`src/rtl/fetch_pkg.sv`:
```
package fetch_pkg;
   typedef enum logic [1:0] {
      NPC_SEQ  = 2'd0,
      NPC_HOLD = 2'd1,
      NPC_PRED = 2'd2,
      NPC_FIX  = 2'd3
   } npc_src_e;
endpackage

```
`src/rtl/fetch_predict.sv`:
```
module fetch_predict #(
   parameter int PC_W    = 8,
   parameter int INSTR_W = 16,
   parameter int OP_W    = 3,
   parameter int OFF_W   = 7,
   parameter logic [OP_W-1:0] BR_OP = 3'b110
) (
   input  logic               buf_ok,
   input  logic [INSTR_W-1:0] buf_word,
   input  logic [PC_W-1:0]    buf_addr,
   output logic               go_back,
   output logic [PC_W-1:0]    back_tgt
);
   localparam int OP_LSB = INSTR_W - OP_W;

   logic [OFF_W-1:0] disp;
   logic [PC_W-1:0]  disp_ext;
   logic             is_br;

   assign disp  = buf_word[OFF_W-1:0];
   assign is_br = (buf_word[INSTR_W-1:OP_LSB] == BR_OP);

   generate
      if (OFF_W < PC_W) begin : g_widen
         assign disp_ext = {{(PC_W-OFF_W){disp[OFF_W-1]}}, disp};
      end else begin : g_trim
         assign disp_ext = disp[PC_W-1:0];
      end
   endgenerate

   assign go_back  = buf_ok && is_br && disp[OFF_W-1];
   assign back_tgt = buf_addr + PC_W'(1) + disp_ext;
endmodule

```
`src/rtl/fetch_pc_reg.sv`:
```
module fetch_pc_reg
   import fetch_pkg::*;
#(
   parameter int PC_W = 8,
   parameter logic [PC_W-1:0] RESET_PC = '0
) (
   input  logic            clk,
   input  logic            rst_n,
   input  npc_src_e        src,
   input  logic [PC_W-1:0] pred_tgt,
   input  logic [PC_W-1:0] fix_tgt,
   output logic [PC_W-1:0] pc
);
   always_ff @(posedge clk) begin
      if (!rst_n) begin
         pc <= RESET_PC;
      end else begin
         unique case (src)
            NPC_SEQ:  pc <= pc + PC_W'(1);
            NPC_HOLD: pc <= pc;
            NPC_PRED: pc <= pred_tgt;
            NPC_FIX:  pc <= fix_tgt;
            default:  pc <= pc;
         endcase
      end
   end
endmodule

```
`src/rtl/fetch_buf.sv`:
```
module fetch_buf
   import fetch_pkg::*;
#(
   parameter int PC_W    = 8,
   parameter int INSTR_W = 16
) (
   input  logic               clk,
   input  logic               rst_n,
   input  npc_src_e           src,
   input  logic [PC_W-1:0]    in_addr,
   input  logic [INSTR_W-1:0] in_word,
   output logic               out_ok,
   output logic [PC_W-1:0]    out_addr,
   output logic [INSTR_W-1:0] out_word
);
   always_ff @(posedge clk) begin
      if (!rst_n) begin
         out_ok   <= 1'b0;
         out_addr <= '0;
         out_word <= '0;
      end else begin
         case (src)
            NPC_SEQ: begin
               out_ok   <= 1'b1;
               out_addr <= in_addr;
               out_word <= in_word;
            end
            NPC_PRED, NPC_FIX: out_ok <= 1'b0;
            default: ;
         endcase
      end
   end
endmodule

```
`src/rtl/fetch_unit.sv`:
```
module fetch_unit
   import fetch_pkg::*;
#(
   parameter int PC_W    = 8,
   parameter int INSTR_W = 16,
   parameter int OP_W    = 3,
   parameter int OFF_W   = 7,
   parameter logic [OP_W-1:0] BR_OP    = 3'b110,
   parameter logic [PC_W-1:0] RESET_PC = '0
) (
   input  logic               clk,
   input  logic               rst_n,
   output logic [PC_W-1:0]    imem_addr,
   input  logic [INSTR_W-1:0] imem_rdata,
   input  logic               enq_stall,
   input  logic               redir_valid,
   input  logic [PC_W-1:0]    redir_pc,
   output logic               fb_valid,
   output logic [PC_W-1:0]    fb_pc,
   output logic [INSTR_W-1:0] fb_instr
);
   initial begin
      if (PC_W < 2) $error("PC_W must be at least 2");
      if (OP_W + OFF_W > INSTR_W) $error("opcode and offset overlap");
      if (OFF_W < 2) $error("OFF_W must be at least 2");
   end

   npc_src_e        src;
   logic [PC_W-1:0] pc_q;
   logic            pred_take;
   logic [PC_W-1:0] pred_tgt;

   fetch_predict #(.PC_W(PC_W), .INSTR_W(INSTR_W), .OP_W(OP_W), .OFF_W(OFF_W), .BR_OP(BR_OP)) u_pred (
      .buf_ok(fb_valid), .buf_word(fb_instr), .buf_addr(fb_pc),
      .go_back(pred_take), .back_tgt(pred_tgt)
   );

   always_comb begin
      if (redir_valid)    src = NPC_FIX;
      else if (enq_stall) src = NPC_HOLD;
      else if (pred_take) src = NPC_PRED;
      else                src = NPC_SEQ;
   end

   fetch_pc_reg #(.PC_W(PC_W), .RESET_PC(RESET_PC)) u_pc (
      .clk(clk), .rst_n(rst_n), .src(src),
      .pred_tgt(pred_tgt), .fix_tgt(redir_pc), .pc(pc_q)
   );

   fetch_buf #(.PC_W(PC_W), .INSTR_W(INSTR_W)) u_buf (
      .clk(clk), .rst_n(rst_n), .src(src),
      .in_addr(pc_q), .in_word(imem_rdata),
      .out_ok(fb_valid), .out_addr(fb_pc), .out_word(fb_instr)
   );

   assign imem_addr = pc_q;

   // state right after reset
   a_r1_reset_empty: assert property (@(posedge clk) $fell(rst_n) |=> !fb_valid && pc_q == RESET_PC);

   // sequential fetch latches the word and advances
   a_r3_seq_fetch: assert property (@(posedge clk) disable iff (!rst_n)
      (!redir_valid && !enq_stall && !pred_take) |=>
      fb_valid && fb_pc == $past(pc_q) && fb_instr == $past(imem_rdata) && pc_q == $past(pc_q) + PC_W'(1));

   // predicted-taken branch costs one bubble
   a_r6_pred_bubble: assert property (@(posedge clk) disable iff (!rst_n)
      (!redir_valid && !enq_stall && pred_take) |=> !fb_valid && pc_q == $past(pred_tgt));

   // stall freezes everything
   a_r7_stall_hold: assert property (@(posedge clk) disable iff (!rst_n)
      (enq_stall && !redir_valid) |=>
      $stable(pc_q) && $stable(fb_valid) && $stable(fb_pc) && $stable(fb_instr));

   // correction wins
   a_r8_fix_wins: assert property (@(posedge clk) disable iff (!rst_n)
      redir_valid |=> !fb_valid && pc_q == $past(redir_pc));
endmodule

```
`config.mk`:
```
export PLATFORM = sky130hd
export DESIGN_NAME = fetch_unit
export DESIGN_NICKNAME = d
export VERILOG_FILES = /design/src/rtl/fetch_pkg.sv /design/src/rtl/fetch_predict.sv /design/src/rtl/fetch_pc_reg.sv /design/src/rtl/fetch_buf.sv /design/src/rtl/fetch_unit.sv
export SDC_FILE = /design/constraint.sdc
export NUM_CORES = 1
export LEC_CHECK = 0
export ABC_AREA = 1
export ABC_CLOCK_PERIOD_IN_PS = 3700
export CORE_ASPECT_RATIO = 0.75
export CORE_MARGIN = 5
export CORE_UTILIZATION = 50
export CTS_BUF_LIST = sky130_fd_sc_hd__clkbuf_2 sky130_fd_sc_hd__clkbuf_4 sky130_fd_sc_hd__clkbuf_8
export DETAILED_ROUTE_END_ITERATION = 7
export DONT_BUFFER_PORTS = 1
export PLACE_DENSITY = 0.62
export SYNTH_ARGS = -nofsm -noshare
export SYNTH_HDL_FRONTEND = slang
export SYNTH_SLANG_ARGS = --single-unit
```
`constraint.sdc`:
```
create_clock -name clk -period 3.7 [get_ports clk]
set_input_delay 0.74 -clock clk [delete_from_list [all_inputs] [get_ports clk]]
set_output_delay 0.74 -clock clk [all_outputs]
set_load 0.05 [all_outputs]
```
# Yosys cells after proc, flatten, opt, wreduce, memory -nomap -nowiden
# Cells that the tools add are included.
classes:
  muxes: 5
  addsub: 3
  eq_ne: 4
  reduce_logical: 5
ops:
  columns: ["cell", "n"]
  rows:
  - ["$pmux 8 s3", 1]
  - ["$add 8x1->8 const B", 2]
  - ["$add 8x8->8", 1]
  - ["$mux 2", 3]
  - ["$eq 2x2->1 const B", 2]
  - ["$eq 3x3->1 const B", 1]
  - ["$eq 2x1->1 const B", 1]
  - ["$logic_and 1x1->1", 2]
  - ["$logic_not 2->1", 1]
  - ["$pmux 1 s2", 1]
  - ["$reduce_bool 2->1", 1]
  - ["$reduce_or 2->1", 1]
word_totals:
  regBits: 33
  out_inout_bits: 33
  elab_cells: 21

# Depth between registers and ports, before layout
depth:
  word_depth: 9
  mapped_depth: 11

# Modules after synthesis
# A second synthesis with hierarchy kept.
unflattened:
  hier_cells: 318
  hier_area_um2: 1990.7
modules_own_cells:
  columns: ["module", "area_each_um2", "n_inst", "cells_per_inst"]
  rows:
  - ["fetch_buf", 1023.5, 1, 157]
  - ["fetch_pc_reg", 585.6, 1, 91]
  - ["fetch_predict", 362.8, 1, 65]
  - ["fetch_unit", 18.8, 1, 5]

# Worst setup path before layout
# OpenSTA, ideal clock, no wires.
synth_path:
  kind: "reg-to-reg"
  start: "register u_buf.out_addr[0]"
  end: "register u_pc.pc[2]"
  arrival_ns: 1.698
  path_slack_ns: 1.893
  required_ns: 3.591
  path_stages_with_launch: 10
  synth_period_minus_slack_ns: 1.807
  setup_time_ns: 0.109
  cell_sequence: "dfxtp_1 -> inv_1 -> ha_1 -> inv_1 -> fa_1 -> or2_2 -> nand3_1 -> nand3_1 -> nand2_1 -> inv_1"
synth_between:
  elab_chain_len: 3
synth_lines:
  columns: ["element", "line", "text"]
  rows:
  - ["from (decl)", "fetch_buf.sv:13", "output logic [PC_W-1:0] out_addr,"]
  - ["from (signal assigned)", "fetch_buf.sv:25", "out_addr <= in_addr;"]
  - ["$add 8x1->8", "fetch_predict.sv:32", "assign back_tgt = buf_addr + PC_W'(1) + disp_ext;"]
  - ["$add 8x8->8", "fetch_predict.sv:32", null]
  - ["$pmux 8 s3", "fetch_pc_reg.sv:18", "unique case (src)"]
  - ["to (signal assigned)", "fetch_pc_reg.sv:19", "NPC_SEQ: pc <= pc + PC_W'(1);"]
  - ["to (signal assigned)", "fetch_pc_reg.sv:20", "NPC_HOLD: pc <= pc;"]
  - ["to (signal assigned)", "fetch_pc_reg.sv:21", "NPC_PRED: pc <= pred_tgt;"]
  - ["to (decl)", "fetch_pc_reg.sv:12", "output logic [PC_W-1:0] pc"]
# No other way between the ends.
# A chain may end at the register's enable or synchronous reset.

# Final worst setup path
# Same ends and word-level chain as after synthesis.

==> run summary <==
Counting instances in the post-synthesis netlist gives the leading cell types as nor2_1, nand2_1, dfxtp_1, inv_1, o21ai_1. Ranked by total cell area, the synthesized netlist is headed by dfxtp_1, nor2_1, nand2_1. The gate count after technology mapping came out at 276. The CTS buffer count is 5, and the placed wire-length estimate is 3.296 mm. For this block, the initial DRC count from the detailed router was 93. The design draws 877.9 uW. The peak fanout along the critical path was 3; the worst slack at placement was 1.781 ns. CTS placed an instance of clkbuf_8 at the clock tree root. The worst setup path is launched from a flop.

Detail-routed net length per standard cell: 13.55 um. The flow ran to the end, and the final reports show no timing, DRC or antenna violations. Data on the critical path is required at its endpoint by 3.89 ns.

The worst-case reg-to-reg path depth is 9. The tools report the length of the first detailed-routing pass in iterations as 4. Power density over the cells: 446.9 mW/mm^2. For the switching power total, the log shows 315.3 uW.

The worst min-delay path startpoint was imem_rdata[14]. For this run, the leading register cell type out of synthesis is dfxtp_1. STA classifies the critical path endpoint as a flop.

The run gives 0 as the number of antenna violations at the first check in global routing. The clock network is responsible for 30.9% of the overall power. The setup violation total in the final timing report is 0. In this run the register-to-register setup slack is 1.74 ns. The run gives 0.7827 as the routability-driven placement congestion ratio. The routed layout has 1673 vias.

Setup repair after global routing left no endpoint under its margin. The tightest min-delay check is of the input pin to flop type. By area, the combinational part of the netlist is dominated by simple AND/OR/NAND/NOR gates. The portion of the clock cycle consumed by the worst path in the final layout works out to 52.86%. For the worst-skew pair, the clock arrives at the later sink with an insertion delay of 0.29 ns. The tools report the quantity of hold-fixing buffers added after cts as 0.

Each instance of the synthesized netlist takes up on average 6.764 um^2. Post-layout minimum cycle time: 1.956 ns. The first global-routing pass estimated 7.652 mm of wire. For the total leakage power, the log shows 0.9341 nW. The die span in x came out at 80.56 um.

After synthesis, the share of cell area in mux cells is 0%. The run gives 0 as the number of gates given a new drive strength after cts. The number of global-route vias before repair was 1645; the setup slack of the critical path after layout was 1.744 ns.

The run gives 562.5 uW as the internal power. After detailed routing, the number of vias per cell comes to 5.101. The layout has 383 filler cells. The number of placed I/O pins came out at 61. After Yosys synthesis, and, or, nand and nor cells account for 29.96% of the synthesized area. The area of combinational cells with multiple inputs was 0.001011 mm^2. The synthesized netlist devotes 16.15% of its cell area to compound gates. The detail route stage leaves a number of antenna-violating nets equal to 0. Of the post-synthesis cell area, the dominant cell type holds 35.39%. The total of flip-flops plus latches after synthesis was 33. The share of total power dissipated in sequential elements is 56.4%. The biggest area contributor in the post-synthesis netlist is dfxtp_1. The run gives 0 as the count of final max-slew check failures. Once layout is complete, the utilization of the core stands at 54.01%. After routing, the total negative slack on setup checks comes to 0 ns. The number of buffers on the longest clock path was 2. The XOR/XNOR share of the synthesized area came out at 0.9383%. The die boundary height was 62.92 um; the maximum vdd ir drop was 0.2740 mV. The tools report the arrival time of data at the critical path endpoint as 2.15 ns. Across the routed clock network, the largest skew measured is 0.003347 ns.

The buffers inserted during post-CTS setup optimization is 0. Max-cap violations in this run came to 0. Entering global routing, the biggest net connects 33 pins. Summing all flip-flop and latch instances after layout gives 660.6 um^2.

The most common cell in the synthesized netlist is nor2_1. In this run the core area contains 19 standard-cell rows. In this run the critical register-to-register path is captured at u_pc.pc[2]. The starting density of the core is 51.32%, and the floorplan die area is 0.005068 mm^2.

The area of the mapped netlist is 0.001867 mm^2, and the layout cell share with drive strength beyond 1 is 7.971%. 0 antenna diodes ended up in the layout. Tracing the worst setup path back leads to its startpoint at u_buf.out_addr[0].

During placement, the flow inserted port buffers numbering 0. Summing the sequential cell areas from Yosys gives 35.39% of the chip area. The floorplan step defined a core boundary enclosing 0.003637 mm^2. The growth of design area from synthesis to finish is 5.228%, and the total count of hold-check failures in the final report is 0. The tools report the post-synthesis net count as 314.

The tools report the count of clock tree sinks as 33. The startpoint identified for the worst register-to-register timing path is u_buf.out_addr[0]. For this run, design rule violations remaining after detail routing come to 0. TritonCTS built the clock tree. The highest clock rate is 511.3 MHz, and the relative contribution of combinational cells to total power is 12.7%. The terminating pin of the worst hold path was u_buf.out_word[14]. After detailed routing, the total wire length is 4.446 mm. Class of the most critical setup path: flop to flop. The final net count is 313. The total overflow left after global routing is 0. The tools report the total global-route track usage as 19.20%. The number of enable-type register cells in the synthesized netlist works out to 0. The worst pin sits at a relative slew slack of 52.22%. In this run the number of H-tree levels came out at 2. The net switching fraction of the power is 35.92%. The slew of the pin with the lowest slew margin came out at 0.7157 ns. The Yosys step of the flow raised 0 warnings.

After synthesis, the netlist uses 28 different library cells. The adder and majority gate portion of the synthesized area is 7.105%, and the clock-pin transition on the worst setup and hold timing paths is 0.07 ns. Counting instances, the worst hold path has a depth of 2.

Of all flip-flops after synthesis, the portion carrying an async set or reset was 0%.
area by class of cell:
| cell class | count | share of cell area [%] |
|---|---|---|
| inverters | 37 | 7.197 |
| clock buffers | 6 | 3.885 |
| well taps | 52 | 3.312 |
| flip-flops and latches | 33 | 33.63 |
| multi-input cells | 198 | 51.47 |
| clock inverters | 2 | 0.5096 |
per-stage QoR:
stage | std cells | hold WS, ns | instance area, um^2
finish | 328 | 0.5686 | 1964
global route | 328 | 0.5699 | 1964
CTS | 328 | 0.5626 | 1964
detailed placement | 320 | 0.7235 | 1878
global placement | 320 | 0.7197 | 1878
floorplan | 276 | 0.7029 | 1867
worst max-delay path, cell delays in order, from the launching register on:
cell,delay [ns]
dfxtp_1,0.48
inv_1,0.18
ha_1,0.16
inv_1,0.05
fa_1,0.40
or2_2,0.31
nand3_1,0.09
nand3_1,0.09
nand2_1,0.07
inv_1,0.04
power groups by stage:
stage                     registers, mW  clock network, mW  logic (mW)
after floorplan                   0.495                  0       0.102
after global placement            0.505                  0       0.110
after detailed placement          0.505                  0       0.112
after CTS                         0.497              0.280       0.112
after global routing              0.501              0.300       0.134
final                             0.496              0.271       0.112
per-layer routing:
layer  routed length, um  part of all wire (%)  up-vias  track usage, %
met2                2034                    46       45           29.75
met5                   0                     0        -               0
li1                    -                     -      888               -
met1                2069                    47      735           24.41
met4                  35                  0.79        0           3.797
met3                 306                   6.9        5           8.934
cell families after synthesis:
family	after synthesis
and+or+nand+nor	127
DFF	33
AOI/OAI and AO/OA	59
adders and majority gates	10
xor gates and xnor gates	2
buffers and inverters	45
flip-flops by register name (all words and copies together) (netlist names):
register / count
u_buf.out_addr: 8
u_buf.out_ok: 1
u_buf.out_word: 16
u_pc.pc: 8
cells in the final DEF, fill, tap and decap left out:
cell	instances
inv_2	4
inv_1	32
ha_1	9
nand2_1	44
nand2_4	1
clkbuf_4	1
inv_4	1
a21oi_1	21
nand3_4	1
clkbuf_8	5
fa_1	1
xor2_1	2
nand3_1	18
nand2_2	1
clkinv_2	2
o21ai_0	11
or2_2	2
o21ai_1	24
a31oi_1	1
nor2_2	2
dfxtp_1	33
nand3b_1	1
nor2_4	2
nand4_1	2
or2_0	1
o21bai_1	2
nor2_1	52
worst max path at each step:
stage	to	slack (ns)	cells after the start
global placement	u_pc.pc[2]	1.83	9
floorplan	u_pc.pc[2]	1.89	9
global route	u_pc.pc[6]	1.59	11
finish	u_pc.pc[2]	1.74	9
CTS	u_pc.pc[2]	1.75	9
detailed placement	u_pc.pc[2]	1.78	9
Note: power is estimated with default switching activity, not from simulation.
